### src/rtl/es_pkg.sv
package es_pkg;

   typedef enum logic [1:0] {
      SLIP_NONE = 2'd0,
      SLIP_DROP = 2'd1,
      SLIP_AGAIN = 2'd2
   } slip_kind_e;

   function automatic bit is_pow2(input int n);
      return (n > 0) && ((n & (n - 1)) == 0);
   endfunction

endpackage

### src/rtl/es_ring_add.sv
module es_ring_add #(
   parameter int DEPTH = 512,
   parameter int STEP  = 1,
   localparam int AW   = $clog2(DEPTH)
) (
   input  logic [AW-1:0] ptr_in,
   output logic [AW-1:0] ptr_out
);
   import es_pkg::*;

   if (STEP < 1 || STEP >= DEPTH) begin : g_bad_step
      $error("es_ring_add: STEP must lie in 1..DEPTH-1");
   end

   if (is_pow2(DEPTH)) begin : g_pow2
      // natural wrap of the pointer width
      assign ptr_out = ptr_in + AW'(STEP);
   end else begin : g_mod
      logic [AW:0] sum;
      always_comb begin
         sum = {1'b0, ptr_in} + (AW+1)'(STEP);
         if (sum >= (AW+1)'(DEPTH))
            ptr_out = AW'(sum - (AW+1)'(DEPTH));
         else
            ptr_out = sum[AW-1:0];
      end
   end

endmodule

### src/rtl/es_bit_ram.sv
module es_bit_ram #(
   parameter int DEPTH = 512,
   localparam int AW   = $clog2(DEPTH)
) (
   input  logic          clk,
   input  logic          we,
   input  logic [AW-1:0] waddr,
   input  logic          wdata,
   input  logic [AW-1:0] raddr,
   output logic          rdata
);
   logic [DEPTH-1:0] cells;

   always_ff @(posedge clk) begin
      if (we) cells[waddr] <= wdata;
   end

   assign rdata = cells[raddr];

endmodule

### src/rtl/es_ptr_ctrl.sv
module es_ptr_ctrl
   import es_pkg::*;
#(
   parameter int FRAME_BITS = 256,
   localparam int DEPTH     = 2 * FRAME_BITS,
   localparam int AW        = $clog2(DEPTH),
   localparam int FW        = $clog2(DEPTH + 1),
   localparam int OW        = $clog2(FRAME_BITS),
   localparam int LOW_MARK  = FRAME_BITS / 4,
   localparam int HIGH_MARK = DEPTH - FRAME_BITS / 4
) (
   input  logic          clk,
   input  logic          rst_n,
   input  logic          wr_en,
   input  logic          rd_en,
   output logic          wr_ok,
   output logic          rd_ok,
   output logic [AW-1:0] waddr,
   output logic [AW-1:0] raddr,
   output logic [FW-1:0] fill,
   output logic          primed,
   output slip_kind_e    slip_now,
   output logic          slip_del,
   output logic          slip_rep
);
   logic [AW-1:0] wptr_inc, rptr_inc, rptr_adv, rptr_jump;
   logic [OW-1:0] rd_off;
   logic [FW-1:0] fill_step;
   logic          at_edge, del_now, rep_now;

   // write and read pointers each step by one position
   es_ring_add #(.DEPTH(DEPTH), .STEP(1)) u_winc (.ptr_in(waddr), .ptr_out(wptr_inc));
   es_ring_add #(.DEPTH(DEPTH), .STEP(1)) u_rinc (.ptr_in(raddr), .ptr_out(rptr_inc));
   // one frame back equals one frame forward in a two-frame ring
   es_ring_add #(.DEPTH(DEPTH), .STEP(FRAME_BITS)) u_jump (.ptr_in(rptr_adv), .ptr_out(rptr_jump));

   always_comb begin
      rd_ok     = rd_en && primed && (fill != '0);
      wr_ok     = wr_en && ((fill != FW'(DEPTH)) || rd_ok);
      fill_step = fill + FW'(wr_ok) - FW'(rd_ok);
      rptr_adv  = rd_ok ? rptr_inc : raddr;
      at_edge   = rd_ok && (rd_off == OW'(FRAME_BITS - 1));
      rep_now   = at_edge && (fill_step < FW'(LOW_MARK));
      del_now   = at_edge && (fill_step > FW'(HIGH_MARK));
      if (del_now)      slip_now = SLIP_DROP;
      else if (rep_now) slip_now = SLIP_AGAIN;
      else              slip_now = SLIP_NONE;
   end

   always_ff @(posedge clk) begin
      if (!rst_n) begin
         waddr    <= '0;
         raddr    <= '0;
         rd_off   <= '0;
         fill     <= '0;
         primed   <= 1'b0;
         slip_del <= 1'b0;
         slip_rep <= 1'b0;
      end else begin
         if (wr_ok) waddr <= wptr_inc;
         raddr <= (rep_now || del_now) ? rptr_jump : rptr_adv;
         if (rd_ok) rd_off <= at_edge ? '0 : rd_off + 1'b1;
         if (rep_now)      fill <= fill_step + FW'(FRAME_BITS);
         else if (del_now) fill <= fill_step - FW'(FRAME_BITS);
         else              fill <= fill_step;
         if (!primed && (fill_step >= FW'(FRAME_BITS))) primed <= 1'b1;
         slip_del <= del_now;
         slip_rep <= rep_now;
      end
   end

endmodule

### src/rtl/es_slip_count.sv
module es_slip_count
   import es_pkg::*;
#(
   parameter int CNT_W = 16
) (
   input  logic             clk,
   input  logic             rst_n,
   input  logic             clr,
   input  slip_kind_e       slip_now,
   output logic [CNT_W-1:0] count
);
   localparam logic [CNT_W-1:0] TOP = {CNT_W{1'b1}};

   always_ff @(posedge clk) begin
      if (!rst_n)                                   count <= '0;
      else if (clr)                                 count <= '0;
      else if (slip_now != SLIP_NONE && count != TOP) count <= count + 1'b1;
   end

endmodule

### src/rtl/frame_slip_store.sv
module frame_slip_store
   import es_pkg::*;
#(
   parameter int FRAME_BITS = 256,
   parameter int CNT_W      = 16,
   localparam int DEPTH     = 2 * FRAME_BITS,
   localparam int AW        = $clog2(DEPTH),
   localparam int FW        = $clog2(DEPTH + 1)
) (
   input  logic             clk,
   input  logic             rst_n,
   input  logic             wr_en,
   input  logic             wr_bit,
   input  logic             rd_en,
   output logic             rd_bit,
   input  logic             clr_cnt,
   output logic             slip_del,
   output logic             slip_rep,
   output logic [CNT_W-1:0] slip_cnt
);
   if (FRAME_BITS < 8) begin : g_chk_frame
      $error("frame_slip_store: FRAME_BITS must be at least 8");
   end
   if (CNT_W < 1) begin : g_chk_cnt
      $error("frame_slip_store: CNT_W must be at least 1");
   end

   logic          wr_ok, rd_ok, ram_q, primed;
   logic [AW-1:0] waddr, raddr;
   logic [FW-1:0] fill_lvl;
   slip_kind_e    slip_now;

   es_ptr_ctrl #(.FRAME_BITS(FRAME_BITS)) u_ptr (
      .clk(clk), .rst_n(rst_n), .wr_en(wr_en), .rd_en(rd_en),
      .wr_ok(wr_ok), .rd_ok(rd_ok), .waddr(waddr), .raddr(raddr),
      .fill(fill_lvl), .primed(primed), .slip_now(slip_now),
      .slip_del(slip_del), .slip_rep(slip_rep)
   );

   es_bit_ram #(.DEPTH(DEPTH)) u_ram (
      .clk(clk), .we(wr_ok), .waddr(waddr), .wdata(wr_bit),
      .raddr(raddr), .rdata(ram_q)
   );

   es_slip_count #(.CNT_W(CNT_W)) u_cnt (
      .clk(clk), .rst_n(rst_n), .clr(clr_cnt), .slip_now(slip_now), .count(slip_cnt)
   );

   always_ff @(posedge clk) begin
      if (!rst_n)     rd_bit <= 1'b0;
      else if (rd_en) rd_bit <= rd_ok ? ram_q : 1'b0;
   end

endmodule

### config.mk
export PLATFORM = sky130hd
export DESIGN_NAME = frame_slip_store
export DESIGN_NICKNAME = d
export VERILOG_FILES = /design/src/rtl/es_pkg.sv /design/src/rtl/es_ring_add.sv /design/src/rtl/es_bit_ram.sv /design/src/rtl/es_ptr_ctrl.sv /design/src/rtl/es_slip_count.sv /design/src/rtl/frame_slip_store.sv
export SDC_FILE = /design/constraint.sdc
export NUM_CORES = 1
export LEC_CHECK = 0
export ABC_AREA = 1
export CAP_MARGIN = 20
export CORE_UTILIZATION = 25
export DETAILED_ROUTE_END_ITERATION = 10
export DONT_BUFFER_PORTS = 1
export PLACE_DENSITY = 0.4
export SYNTH_ARGS = -nofsm -noshare
export SYNTH_HDL_FRONTEND = slang
export SYNTH_SLANG_ARGS = --single-unit
### constraint.sdc
create_clock -name clk -period 3.6 [get_ports clk]
set_input_delay 0.54 -clock clk [delete_from_list [all_inputs] [get_ports clk]]
set_output_delay 0.54 -clock clk [all_outputs]
set_load 0.005 [all_outputs]
Word level (Yosys, flattened, before mapping)
Index checks and enable logic that the tools add are counted.
{"block": "op_classes", "n_addsub": 9, "multipliers": 0, "div_mod_pow": 0, "magnitude_cmp": 6, "n_eq_ne": 3, "n_shift": 0, "n_mux": 13, "n_bitwise": 1, "n_reduce_logical": 15}
{"cell": "$bwmux 512", "n": 1}
{"cell": "$lt 9x10->1 const B", "n": 2}
{"cell": "$mux 10", "n": 2}
{"cell": "$add 9x1->9 const B", "n": 2}
{"cell": "$mux 9", "n": 2}
{"cell": "$add 16x1->16 const B", "n": 1}
{"cell": "$ne 16x16->1 const B", "n": 1}
{"cell": "$add 10x1->10", "n": 1}
{"cell": "$add 10x9->10 const B", "n": 1}
{"cell": "$ge 10x9->1 const B", "n": 1}
{"cell": "$gt 10x9->1 const B", "n": 1}
{"cell": "$lt 10x7->1 const B", "n": 1}
{"cell": "$ne 10x10->1 const B", "n": 1}
{"cell": "$reduce_bool 10->1", "n": 1}
{"cell": "$sub 10x1->10", "n": 1}
{"cell": "$sub 10x9->10 const B", "n": 1}
{"cell": "$add 9x9->9 const B", "n": 1}
{"cell": "$bmux 1 s9", "n": 1}
{"cell": "$demux 1 s9", "n": 1}
{"cell": "$ge 9x1->1 const B", "n": 1}
{"cell": "$logic_and 1x1->1", "n": 9}
{"cell": "$add 8x1->8 const B", "n": 1}
{"cell": "$eq 8x8->1 const B", "n": 1}
{"cell": "$mux 8", "n": 1}
{"cell": "other kinds (7)", "n": 11}
{"block": "word_totals", "reg_bits": 568, "latchBits": 0, "ramBits": 0, "rom_bits": 0, "in_bits": 6, "out_inout_bits": 19, "word_cells": 57, "n_memories": 0}

Depth between registers and ports, before layout
{"block": "logic_depth", "depth_word": 12, "depth_mapped": 27, "depth_no_buf": 27}

Cells and area by module
From an unflattened synthesis, not the netlist that was laid out.
{"block": "unflattened", "hier_cells": 2952, "area_unflattened_um2": 27161.0}
{"module": "es_bit_ram", "instances": 1, "cells_each": 2352, "area_per_inst_um2": 23221.0, "seq_area_each_um2": 15374.7}
{"module": "es_ptr_ctrl", "instances": 1, "cells_each": 355, "area_per_inst_um2": 2512.4, "seq_area_each_um2": 780.7}
{"module": "es_slip_count", "instances": 1, "cells_each": 159, "area_per_inst_um2": 974.7, "seq_area_each_um2": 320.3}
{"module": "es_ring_add at u_ptr.u_rinc ...", "instances": 2, "cells_each": 36, "area_per_inst_um2": 173.9, "seq_area_each_um2": 0.0}
{"module": "es_ring_add at u_ptr.u_jump", "instances": 1, "cells_each": 9, "area_per_inst_um2": 63.8, "seq_area_each_um2": 0.0}
{"module": "frame_slip_store", "instances": 1, "cells_each": 5, "area_per_inst_um2": 41.3, "seq_area_each_um2": 20.0}

Worst setup path after synthesis
No wires, ideal clock.
{"block": "synth_timing", "path_type": "reg2reg", "startpoint": "reg u_ptr.fill[6]", "endpoint": "reg u_cnt.count[7]", "arrival_time_ns": 3.691, "slack_ns": -0.162, "path_stages_with_launch": 28, "path_buffers": 2, "period_less_slack_ns": 3.762, "cell_sequence": "dfxtp_1 -> inv_1 -> ha_1 -> nand3_1 -> nor3b_2 -> nand2_2 -> nand2_4 -> inv_2 -> buf_2 -> ha_1 -> inv_1 -> ha_1 -> fa_1 -> nand4_1 -> nand3_2 -> a21oi_1 -> o21ai_0 -> xor2_1 -> ha_1 -> nand2_1 -> nor2_2 -> nand2_2 -> nand3_4 -> nand2_8 -> nand2_8 -> buf_12 -> nand2_2 -> a21oi_2"}
{"block": "synth_between", "elab_chain_cells": 12, "elab_cells_between_ends": 16, "classes_between": "add/sub (2); order compare (2); eq/ne (1); mux (2); reduce/logical (9)"}
{"item": "from (decl)", "line": "es_ptr_ctrl.sv:20", "rtl": "output logic [FW-1:0] fill,"}
{"item": "from (signal assigned)", "line": "es_ptr_ctrl.sv:63", "rtl": "if (rep_now) fill <= fill_step + FW'(FRAME_BITS);"}
{"item": "from (signal assigned)", "line": "es_ptr_ctrl.sv:64", "rtl": "else if (del_now) fill <= fill_step - FW'(FRAME_BITS);"}
{"item": "from (signal assigned)", "line": "es_ptr_ctrl.sv:65", "rtl": "else fill <= fill_step;"}
{"item": "$reduce_bool 10->1 *", "line": "es_ptr_ctrl.sv:38", "rtl": "rd_ok = rd_en && primed && (fill != '0);"}
{"item": "$logic_and 1x1->1 *", "line": "es_ptr_ctrl.sv:38"}
{"item": "via rd_ok", "line": "frame_slip_store.sv:28", "rtl": "logic wr_ok, rd_ok, ram_q, primed;"}
{"item": "$logic_or 1x1->1", "line": "es_ptr_ctrl.sv:39", "rtl": "wr_ok = wr_en && ((fill != FW'(DEPTH)) || rd_ok);"}
{"item": "$logic_and 1x1->1", "line": "es_ptr_ctrl.sv:39"}
{"item": "$add 10x1->10", "line": "es_ptr_ctrl.sv:40", "rtl": "fill_step = fill + FW'(wr_ok) - FW'(rd_ok);"}
{"item": "$sub 10x1->10", "line": "es_ptr_ctrl.sv:40"}
{"item": "$lt 10x7->1", "line": "es_ptr_ctrl.sv:43", "rtl": "rep_now = at_edge && (fill_step < FW'(LOW_MARK));"}
{"item": "$logic_and 1x1->1", "line": "es_ptr_ctrl.sv:43"}
{"item": "$mux 2", "line": "es_ptr_ctrl.sv:46", "rtl": "else if (rep_now) slip_now = SLIP_AGAIN;"}
{"item": "$mux 2 *", "line": "es_ptr_ctrl.sv:45", "rtl": "if (del_now) slip_now = SLIP_DROP;"}
{"item": "$reduce_bool 2->1 *", "line": "es_slip_count.sv:17", "rtl": "else if (slip_now != SLIP_NONE && count != TOP) count <= count + 1'b1;"}
{"item": "$logic_and 1x1->1 *", "line": "es_slip_count.sv:17"}
{"item": "to (signal assigned)", "line": "es_slip_count.sv:17"}
{"item": "to (decl)", "line": "es_slip_count.sv:10", "rtl": "output logic [CNT_W-1:0] count"}
Mark *: on every way through the listed nets, which the timed path passes. The rest lies on a longest branch.
A chain may end at the register's enable or synchronous reset.

Worst setup path after layout
{"block": "layout_timing", "startpoint": "reg u_ptr.fill[7]", "endpoint": "reg u_cnt.count[7]"}
{"block": "layout_between", "elab_chain_cells": 12, "elab_cells_between_ends": 16, "classes_between": "add/sub (2); order compare (2); eq/ne (1); mux (2); reduce/logical (9)"}
{"item": "$reduce_bool 10->1", "line": "es_ptr_ctrl.sv:38"}
{"item": "$logic_and 1x1->1", "line": "es_ptr_ctrl.sv:38"}
{"item": "$logic_or 1x1->1", "line": "es_ptr_ctrl.sv:39"}
{"item": "$logic_and 1x1->1", "line": "es_ptr_ctrl.sv:39"}
{"item": "$add 10x1->10", "line": "es_ptr_ctrl.sv:40"}
{"item": "$sub 10x1->10", "line": "es_ptr_ctrl.sv:40"}
{"item": "$lt 10x7->1", "line": "es_ptr_ctrl.sv:43"}
{"item": "$logic_and 1x1->1", "line": "es_ptr_ctrl.sv:43"}
{"item": "$mux 2", "line": "es_ptr_ctrl.sv:46"}
{"item": "$mux 2 *", "line": "es_ptr_ctrl.sv:45"}
{"item": "$reduce_bool 2->1 *", "line": "es_slip_count.sv:17"}
{"item": "$logic_and 1x1->1 *", "line": "es_slip_count.sv:17"}
Every way passes the cells marked *; elsewhere a longest branch is shown, timed or not.

==> out/metrics.yaml <==
yosysSeqAreaShare: 0.627
antenna_found_initial: 1
powerDensity_nw_per_um2: 591
multi_input_area_sq_um: 8810
cp_num_cells: 25
track_usage: 0.155
finalSetupViolations: 4
layout-drive-gt1-share: 0.104
critPathMaxFanout: 6
synth_cell_types: 47
hpwl_mm: 44.2
grt_overflow: 0
hp-class: "in2reg"
path_buf_inv: 4
routedWlPerCell_um: 20.1
htree_num_levels: 3
min_period_ps: 3620
portBuffers: 0
cts.path.max_buffers: 3
outcome: "finished, violations left"
finalCritPeriodShare: 1.00
rows: 118
skew_ps: 25.8
drt_iter0_markers: 1590
die_w_um: 326
start_kind: "register"
cp.arrival_ps: 4090
synthCells: 2776
initial_core_util: 0.253
fin_ws_ps: -15.8
tightest_slew_ps: 1250
firstDrtPassIters: 5
grt_pass1_vias: 19000
crit_path_end_kind: "register"
synth.net_count: 2807
cpPeakStageDelay_ps: 330
crit_slowest_cell: "fa_2"
gp_congestion: 0.765
final_common_cell: "nand2_1"
syn_area_per_cell_sq_um: 9.47
cts.sinks: 568
crit_required_ps: 4080
cap_violations: 0
reg2regPathDepth: 25
yosys_warnings: 0
fin_area_sq_um: 30400
drc_errors: 0
hold_viol_final: 0
grt_pass1_wl_mm: 124
place_area_sq_um: 28100
diodes: 0
final_cell_mix: "nand2_1 (765), nor2_1 (557), edfxtp_1 (512), nand3_1 (336), buf_4 (93)"
path_class: "reg2reg"
cts_tree: "done"
p_leak_nw: 10.3
routed-via-count: 19600
dieArea_sq_um: 106000
path_delay_family: "simple AND/OR/NAND/NOR gates"
maxSlewViolCount: 0
vdd_drop_max_uv: 909
grt_max_degree: 513
num_io_pins: 25
rsz0062_at_grt: "true"
totalWireLength_mm: 84.1
nNetsFinal: 2790
syn_to_final_growth_pct: 15.8
clkTransAtPathRegs_ps: 60
ant_nets: 0
relSlewSlack: 0.170
root_buffer: "clkbuf_16"
n_fill_cell: 11000
timing.fmax_mhz: 277
synth_area_sq_um: 26300
post_drt_via_cell_ratio: 4.67
ys_ff_latch: 568
hold_depth: 2
fin_tns_setup_ps: -45.0
clk_latency_ps: 620
coreArea_sq_um: 104000
regArea_sq_um: 16500
numCtsBuffers: 67
violations: "setup timing"
die_h_um: 326
-- per-layer routing --
layer  vias to the layer above  track usage  wire, um
met2                       449        0.255     39700
li1                       9218            -         -
met3                       106       0.0232      4190
met1                      9798        0.209     38300
met5                         -            0         0
met4                         0       0.0470      1940
-- power by group --
group	total (mW)	internal (mW)	switching, mW
clock	6.66	3.84	2.82
sequential	7.36	7.27	0.0876
combinational	3.96	1.41	2.55
total	18.0	12.5	5.46
-- per-stage QoR --
stage	std cells	hold slack, ps	power (mW)	setup WS, ps	utilization
finish	4192	33.1	18.0	-15.8	0.293
global route	4192	12.3	18.9	-277	0.293
CTS	4185	0.0772	18.0	1.74	0.291
detailed placement	4061	442	11.3	-57.1	0.271
global placement	4061	442	11.3	-21.0	0.271
floorplan	2776	426	10.0	-24.8	-
-- worst register-to-register path, stage by stage (launching register included) --
cell	delay (ps)
dfxtp_2	320
inv_2	60
ha_4	130
nand3_4	80
nor3b_4	220
nand2_2	100
nand2_4	90
inv_4	40
ha_4	250
inv_2	40
ha_4	150
fa_2	340
nand4_1	110
nand3_2	90
a21oi_2	150
o21ai_2	80
xor2_2	170
ha_2	220
nand2_2	60
nor2_2	120
nand2_2	90
nand3_4	120
nand2_8	100
clkbuf_16	180
nand3_1	80
a21oi_2	70
-- flip-flops by register name, summed over array words and instances (netlist names) --
signal / count
u_ram.cells: 512
u_ptr.waddr: 9
u_ptr.raddr: 9
u_ptr.primed: 1
u_ptr.rd_off: 8
u_cnt.count: 16
u_ptr.slip_del: 1
rd_bit: 1
u_ptr.fill: 10
u_ptr.slip_rep: 1
-- final timing paths --
kind,from,to,slack (ps)
worst max register to register,u_ptr.fill[7],u_cnt.count[7],-20
worst min-delay path,rst_n,u_ptr.fill[8],30
worst min register to register,u_ptr.primed,u_ptr.primed,450
worst max-delay path,u_ptr.fill[7],u_cnt.count[7],-20
-- cells by family after synthesis --
logic type,Yosys count,synth area share
and+or+nand+nor,1739,0.274
DFF,568,0.627
buffers and inverters,273,0.0460
adders and majority gates,25,0.0122
xor gates and xnor gates,24,0.00885
AOI/OAI and AO/OA,147,0.0320
-- synth_stat cells, drive strengths merged --
library cell,count,area (sq um)
nor3b,3,27.5
dfxtp,56,1120
nand2,786,3030
o21bai,2,15.0
edfxtp,512,15400
nor4,3,18.8
o21a,1,7.51
a31oi,2,12.5
xnor2,6,67.6
fa,1,20.0
a21boi,8,60.1
or2,3,18.8
xor2,18,165
o211ai,7,52.6
nor2,563,2130
o211a,1,10.0
ha,24,300
clkinv,2,7.51
a21o,1,7.51
nand3,350,1790
nor3,18,90.1
nand4,13,96.3
clkbuf,77,289
a211oi,1,7.51
buf,118,627
inv,76,285
a21oi,104,566
o21ai,19,95.1
a31o,1,8.76
-- area by class of cell --
type,instances,share of cell area
clock buffers,88,0.0594
clock inverters,34,0.00945
inverters,78,0.00999
multi-input cells,1936,0.289
flip-flops and latches,568,0.542
well taps,1380,0.0567
repair buffers,108,0.0326
-- timing repair --
item	4_1_cts	5_1_grt
hold endpoints to repair	1	0
cloned	0	2
hold buffers	1	0
resized for setup	4	21
pin swaps	2	2
endpoints found under the setup margin	17	19
buffers inserted	1	5
Note: power is estimated with default switching activity, not from simulation.
